--- src/rtl/uart_stick_pkg.sv ---
package uart_stick_pkg;

  typedef enum logic [2:0] {
    ST_IDLE,
    ST_START,
    ST_DATA,
    ST_PAR,
    ST_STOP
  } tx_state_t;

  typedef struct packed {
    logic [1:0] wlen;      // 0..3 -> 5..8 data bits
    logic       two_stop;
    logic       par_en;
    logic       par_even;  // also selects space when stuck
    logic       par_stick;
  } frame_cfg_t;

  function automatic frame_cfg_t decode_ctrl(input logic [7:0] c);
    frame_cfg_t f;
    f.wlen      = c[1:0];
    f.two_stop  = c[2];
    f.par_en    = c[3];
    f.par_even  = c[4];
    f.par_stick = c[5];
    return f;
  endfunction

endpackage

--- src/rtl/uart_parity_gen.sv ---
module uart_parity_gen #(
  parameter int DATA_W = 8
) (
  input  logic [DATA_W-1:0] data_i,   // already masked to word length
  input  logic              even_i,
  input  logic              stick_i,
  output logic              par_o
);
  logic ones_odd;
  assign ones_odd = ^data_i;

  always_comb begin
    if (stick_i)      par_o = ~even_i;     // 10 -> mark, 11 -> space
    else if (even_i)  par_o = ones_odd;
    else              par_o = ~ones_odd;
  end
endmodule

--- src/rtl/uart_bit_timer.sv ---
module uart_bit_timer #(
  parameter int TICKS_PER_BIT = 16,
  localparam int CNT_W = $clog2(2 * TICKS_PER_BIT + 1)
) (
  input  logic             clk,
  input  logic             rst,
  input  logic             clear_i,
  input  logic             tick_i,
  input  logic [CNT_W-1:0] lim_i,
  output logic             done_o
);
  logic [CNT_W-1:0] cnt_q;
  logic             at_end;

  assign at_end = (cnt_q == lim_i - CNT_W'(1));
  assign done_o = tick_i && at_end && !clear_i;

  always_ff @(posedge clk) begin
    if (rst || clear_i)  cnt_q <= '0;
    else if (tick_i)     cnt_q <= at_end ? '0 : cnt_q + CNT_W'(1);
  end

  assert_cnt_in_bit_R13: assert property (@(posedge clk) disable iff (rst)
    !clear_i |=> (cnt_q < lim_i || clear_i));
endmodule

--- src/rtl/uart_tx_fsm.sv ---
module uart_tx_fsm
  import uart_stick_pkg::*;
#(
  parameter int DATA_W        = 8,
  parameter int TICKS_PER_BIT = 16,
  localparam int CNT_W = $clog2(2 * TICKS_PER_BIT + 1),
  localparam int IDX_W = $clog2(DATA_W)
) (
  input  logic              clk,
  input  logic              rst,
  input  logic              tick_i,
  input  logic [7:0]        ctrl_i,
  input  logic              valid_i,
  input  logic [DATA_W-1:0] data_i,
  output logic              ready_o,
  output logic              line_o
);
  localparam logic [CNT_W-1:0] BIT_LIM  = CNT_W'(TICKS_PER_BIT);
  localparam logic [CNT_W-1:0] HALF3    = CNT_W'(TICKS_PER_BIT + TICKS_PER_BIT / 2);
  localparam logic [CNT_W-1:0] DBL_LIM  = CNT_W'(2 * TICKS_PER_BIT);

  tx_state_t         state_q;
  frame_cfg_t        cfg_q, cfg_new;
  logic [DATA_W-1:0] sh_q, masked;
  logic [IDX_W-1:0]  idx_q, last_idx;
  logic              par_q, par_new, done, accept;
  logic [CNT_W-1:0]  stop_lim, lim;

  assign cfg_new = decode_ctrl(ctrl_i);
  assign ready_o = (state_q == ST_IDLE);
  assign accept  = ready_o && valid_i;

  always_comb begin
    for (int i = 0; i < DATA_W; i++)
      masked[i] = (i < 5 + int'(cfg_new.wlen)) ? data_i[i] : 1'b0;
  end

  uart_parity_gen #(.DATA_W(DATA_W)) par_i (
    .data_i (masked),
    .even_i (cfg_new.par_even),
    .stick_i(cfg_new.par_stick),
    .par_o  (par_new)
  );

  always_comb begin
    if (!cfg_q.two_stop)        stop_lim = BIT_LIM;
    else if (cfg_q.wlen == 2'd0) stop_lim = HALF3;
    else                         stop_lim = DBL_LIM;
  end
  assign lim      = (state_q == ST_STOP) ? stop_lim : BIT_LIM;
  assign last_idx = IDX_W'(4) + IDX_W'(cfg_q.wlen);

  uart_bit_timer #(.TICKS_PER_BIT(TICKS_PER_BIT)) tmr_i (
    .clk    (clk),
    .rst    (rst),
    .clear_i(state_q == ST_IDLE),
    .tick_i (tick_i),
    .lim_i  (lim),
    .done_o (done)
  );

  always_ff @(posedge clk) begin
    if (rst) begin
      state_q <= ST_IDLE;
      cfg_q   <= '0;
      sh_q    <= '0;
      idx_q   <= '0;
      par_q   <= 1'b1;
    end else begin
      case (state_q)
        ST_IDLE: if (accept) begin
          cfg_q   <= cfg_new;
          sh_q    <= masked;
          par_q   <= par_new;
          idx_q   <= '0;
          state_q <= ST_START;
        end
        ST_START: if (done) state_q <= ST_DATA;
        ST_DATA: if (done) begin
          sh_q <= sh_q >> 1;
          if (idx_q == last_idx) state_q <= cfg_q.par_en ? ST_PAR : ST_STOP;
          else                   idx_q   <= idx_q + IDX_W'(1);
        end
        ST_PAR:  if (done) state_q <= ST_STOP;
        ST_STOP: if (done) state_q <= ST_IDLE;
        default: state_q <= ST_IDLE;
      endcase
    end
  end

  always_comb begin
    case (state_q)
      ST_START: line_o = 1'b0;
      ST_DATA:  line_o = sh_q[0];
      ST_PAR:   line_o = par_q;
      default:  line_o = 1'b1;
    endcase
  end

  assert_ready_drops_R11: assert property (@(posedge clk) disable iff (rst)
    (valid_i && ready_o) |=> !ready_o);
  assert_cfg_held_R12: assert property (@(posedge clk) disable iff (rst)
    (state_q != ST_IDLE) |=> (state_q == ST_IDLE || $stable(cfg_q)));
  assert_par_only_enabled_R3: assert property (@(posedge clk) disable iff (rst)
    (state_q == ST_PAR) |-> cfg_q.par_en);
endmodule

--- src/rtl/uart_stick_tx.sv ---
module uart_stick_tx #(
  parameter int DATA_W        = 8,
  parameter int TICKS_PER_BIT = 16
) (
  input  logic              clk,
  input  logic              rst,
  input  logic              baud_tick,
  input  logic [7:0]        lcr,
  input  logic              tx_valid,
  input  logic [DATA_W-1:0] tx_data,
  output logic              tx_ready,
  output logic              txd,
  output logic              div_sel
);
  logic line;

  uart_tx_fsm #(.DATA_W(DATA_W), .TICKS_PER_BIT(TICKS_PER_BIT)) fsm_i (
    .clk    (clk),
    .rst    (rst),
    .tick_i (baud_tick),
    .ctrl_i (lcr),
    .valid_i(tx_valid),
    .data_i (tx_data),
    .ready_o(tx_ready),
    .line_o (line)
  );

  always_ff @(posedge clk) begin
    if (rst) begin
      txd     <= 1'b1;
      div_sel <= 1'b0;
    end else begin
      txd     <= line & ~lcr[6];
      div_sel <= lcr[7];
    end
  end

  assert_idle_mark_R1: assert property (@(posedge clk) disable iff (rst)
    (tx_ready && !lcr[6]) |=> txd);
  assert_break_space_R9: assert property (@(posedge clk) disable iff (rst)
    lcr[6] |=> !txd);
endmodule

--- config.mk ---
export PLATFORM = sky130hd
export DESIGN_NAME = uart_stick_tx
export DESIGN_NICKNAME = d
export VERILOG_FILES = /design/src/rtl/uart_stick_pkg.sv /design/src/rtl/uart_parity_gen.sv /design/src/rtl/uart_bit_timer.sv /design/src/rtl/uart_tx_fsm.sv /design/src/rtl/uart_stick_tx.sv
export SDC_FILE = /design/constraint.sdc
export NUM_CORES = 1
export LEC_CHECK = 0
export BUFFER_PORTS_ARGS = -buffer_cell sky130_fd_sc_hd__buf_2
export CAP_MARGIN = 40
export CORE_ASPECT_RATIO = 1.5
export CORE_MARGIN = 3
export CORE_UTILIZATION = 39
export DETAILED_ROUTE_END_ITERATION = 8
export GPL_TIMING_DRIVEN = 0
export PLACE_DENSITY = 0.57
export REMOVE_ABC_BUFFERS = 1
export SLEW_MARGIN = 25
export SYNTH_ARGS = -nofsm -noshare
export SYNTH_HDL_FRONTEND = slang
export SYNTH_SLANG_ARGS = --single-unit
--- constraint.sdc ---
create_clock -name clk -period 2.45 [get_ports clk]
set_input_delay 0 -clock clk [delete_from_list [all_inputs] [get_ports clk]]
set_output_delay 0 -clock clk [all_outputs]
set_load 0.01 [all_outputs]
==> flow_metrics.env <==
export IMPL_hold_viol=1
export IMPL_required_ns=2.61
export IMPL_gr_total_overflow=0
export IMPL_crit_type="reg2reg"
export IMPL_finalHoldWorstSlack_ns=-0.00004216
export IMPL_h_tree_depth=1
export IMPL_ioPinCount=23
export IMPL_cts_tree="built"
export IMPL_drive_gt1_share_pct=24.00
export IMPL_root_buffer="clkbuf_8"
export IMPL_slew_headroom_pct=54.47
export IMPL_power_uw=959.8
export IMPL_routed_via_density=5.298
export IMPL_regToRegStartpoint="fsm_i.state_q[1]$_SDFFE_PP0P_"
export IMPL_hold_path_class="in2reg"
export IMPL_fin_crit_sh_pct=92.25
export IMPL_antenna_found_initial=0
export IMPL_grt_pass1_wl_um=5333
export IMPL_cp_arrival_ns=2.42
export IMPL_nFillCells=342
export IMPL_tns_ns=0
export IMPL_cpLargestDelayFamily="simple AND/OR/NAND/NOR gates"
export IMPL_clock_sinks=27
export IMPL_die_area_um2=4554
export IMPL_syn_to_final_growth_pct=19.51
export IMPL_yosysWarningCount=0
export IMPL_yosysMostFrequentCell="dfxtp_1"
export IMPL_routabilityCongestion=0.7743
export IMPL_synth_top_area_share_pct=36.80
export IMPL_grt_use_total_pct=14.65
export IMPL_fin_cells=242
export IMPL_drtIter0Drc=17
export IMPL_synth_area_um2=1469
export IMPL_dp_hpwl_um=2296
export IMPL_synth_common_cells="dfxtp_1, nand2_1, nor2_1, a21oi_1, xnor2_1"
export IMPL_cp_startpoint="fsm_i.state_q[1]$_SDFFE_PP0P_"
export IMPL_synthFlopType="dfxtp_1"
export IMPL_report_final_slew_viol_count=0
export IMPL_status="finished, violations left"
export IMPL_io_buffers=22
export IMPL_synth_ff_latch_count=27
export IMPL_skew_ns=0.007688
export IMPL_synth_top_area_cell="dfxtp_1"
export IMPL_final_util_pct=49.96
export IMPL_critical_path_endpoint_type="flop"
export IMPL_slowest_delay_ns=0.39
export IMPL_tightest_slew_ns=0.6800
export IMPL_n_antenna_cell=0
export IMPL_cts_buffers=3
export IMPL_clk_pin_slew_worst_paths_ns=0.10
export IMPL_rsz0062_at_grt="false"
export IMPL_hp_start="tx_data[2]"
export IMPL_grt_max_degree=25
export IMPL_netlist_instances=169
export IMPL_peakVddDrop_v=0.0002302
export IMPL_drc=0
export IMPL_clockBufferDepth=2
export IMPL_grt_pass1_vias=1232
export IMPL_maxCapViolCount=0
export IMPL_ys_top_cells_by_area="dfxtp_1, nand2_1, nor2_1, xnor2_1, a21oi_1"
export IMPL_fmax_mhz=442.5
export IMPL_crit_path_start_kind="flop"
export IMPL_yosysSeqAreaShare_pct=36.80
export IMPL_final_nets=224
export IMPL_die_w_um=56.11
export IMPL_setup_viol=0
export IMPL_synthArstFlopShare_pct=0
export IMPL_dpl_cell_count=225
export IMPL_start_util_pct=41.81
export IMPL_cellPowerDensity_nw_per_um2=546.8
export IMPL_clkLatencyLatePin_ns=0.28
export IMPL_dieHeight_um=81.17
export IMPL_path_cells="nand4bb_4, nor3_1, ha_1, xnor2_1, nand3_1, a21oi_4, o31a_1, mux2i_1, nor2_1"
export IMPL_p_leak_uw=0.0006734
export IMPL_fp_coreArea_um2=3513
export IMPL_rows=26
export IMPL_critPathBufInv=0
export IMPL_drtPass1Iterations=4
export IMPL_via_count=1282
export IMPL_synth_avg_cell_area_um2=8.692
export IMPL_violations="hold timing"
export IMPL_fin_crit_ns=2.260
export IMPL_routedWlPerCell_um=13.31
export IMPL_wl_um=3222
export IMPL_crit_slowest_cell="dfxtp_2"
export IMPL_yosys_cell_types_count=45
export IMPL_ant_nets=0
export IMPL_cp_max_fo=11
export IMPL_synth_edf_count=0
==> cell usage in the layout (no fill, tap or decap), types with 4 or more instances in the layout <==
cell,count
dfxtp_1,24
buf_4,6
buf_2,22
dlygate4sd3_1,6
a21oi_1,9
nor2b_1,4
nand2_1,26
nand3_1,5
nor3_1,6
a311oi_1,4
xor2_1,5
xnor2_1,9
nor2_1,21
==> where the power goes <==
| group | internal (µW) | leakage, µW | switching (µW) |
|---|---|---|---|
| logic | 101 | 0.000429 | 97.6 |
| registers | 469 | 0.000223 | 28.2 |
| clock network | 116 | 0.0000217 | 148 |
==> path summary, 6_finish.rpt <==
kind | slack, ns | cells past startpoint | to
worst max register to register | 0.19 | 9 | fsm_i.state_q[0]$_SDFFE_PP0P_
worst min-delay path | -0.00004 | 3 | fsm_i.sh_q[2]$_SDFFE_PP0P_
worst min register to register | 0.49 | 2 | fsm_i.cfg_q[2]$_SDFFE_PP0P_
worst max-delay path | 0.19 | 9 | fsm_i.state_q[0]$_SDFFE_PP0P_
==> worst min-delay path: cells and delay by family <==
family | cells | cell delay, ns
buffers and inverters | 1 | 0.11
AO/OA/AOI/OAI | 1 | 0.08
AND/OR/NAND/NOR | 1 | 0.05
==> through the flow <==
step	area (µm²)	setup WS [ns]
after global routing	1755	0.01282
after floorplan	1421	0.3804
after global placement	1584	0.1570
after detailed placement	1589	0.06764
final	1755	0.1899
after CTS	1698	0.02971
==> cell families after synthesis <==
group,after synthesis,synth area share (%)
AND/OR/NAND/NOR,75,25.47
AO/OA/AOI/OAI,36,19.51
XOR/XNOR,15,9.881
buffers and inverters,10,3.748
flip-flops,27,36.80
adder cells (fa/ha/maj),3,2.556
multiplexers,3,2.044
==> per-layer routing <==
layer  GRT usage [%]  up-vias  part of all wire (%)  routed length [µm]
met5               0        -                     0                   0
met4           7.126        0                   1.9                  61
met3           1.590        8                   3.9                 127
met2           27.99       26                    52                1670
met1           15.83      587                    42                1362
li1                -      661                     -                   -
==> registers in the layout, indices dropped and copies added, names as in the netlist <==
name               flops
div_sel                1
txd                    1
fsm_i.par_q            1
fsm_i.cfg_q            4
fsm_i.tmr_i.cnt_q      6
fsm_i.sh_q             8
fsm_i.state_q          3
fsm_i.idx_q            3
==> timing repair <==
| action | CTS | global route |
|---|---|---|
| hold buffers | 6 | 0 |
| setup endpoints to repair | 0 | 11 |
| endpoints found under the hold margin | 6 | 0 |
| buffers inserted | 0 | 6 |
| gates resized for setup | 0 | 3 |
==> final cells by class <==
type | count | area, µm² | share of cell area (%)
clock buffers | 3 | 41.29 | 2.352
clock inverters | 1 | 7.507 | 0.4277
multi-input cells | 133 | 887.1 | 50.53
repair buffers | 34 | 215.2 | 12.26
well taps | 42 | 52.55 | 2.994
inverters | 2 | 7.507 | 0.4277
flip-flops and latches | 27 | 544.3 | 31.01
No activity file was read; power rests on OpenSTA's default activity.
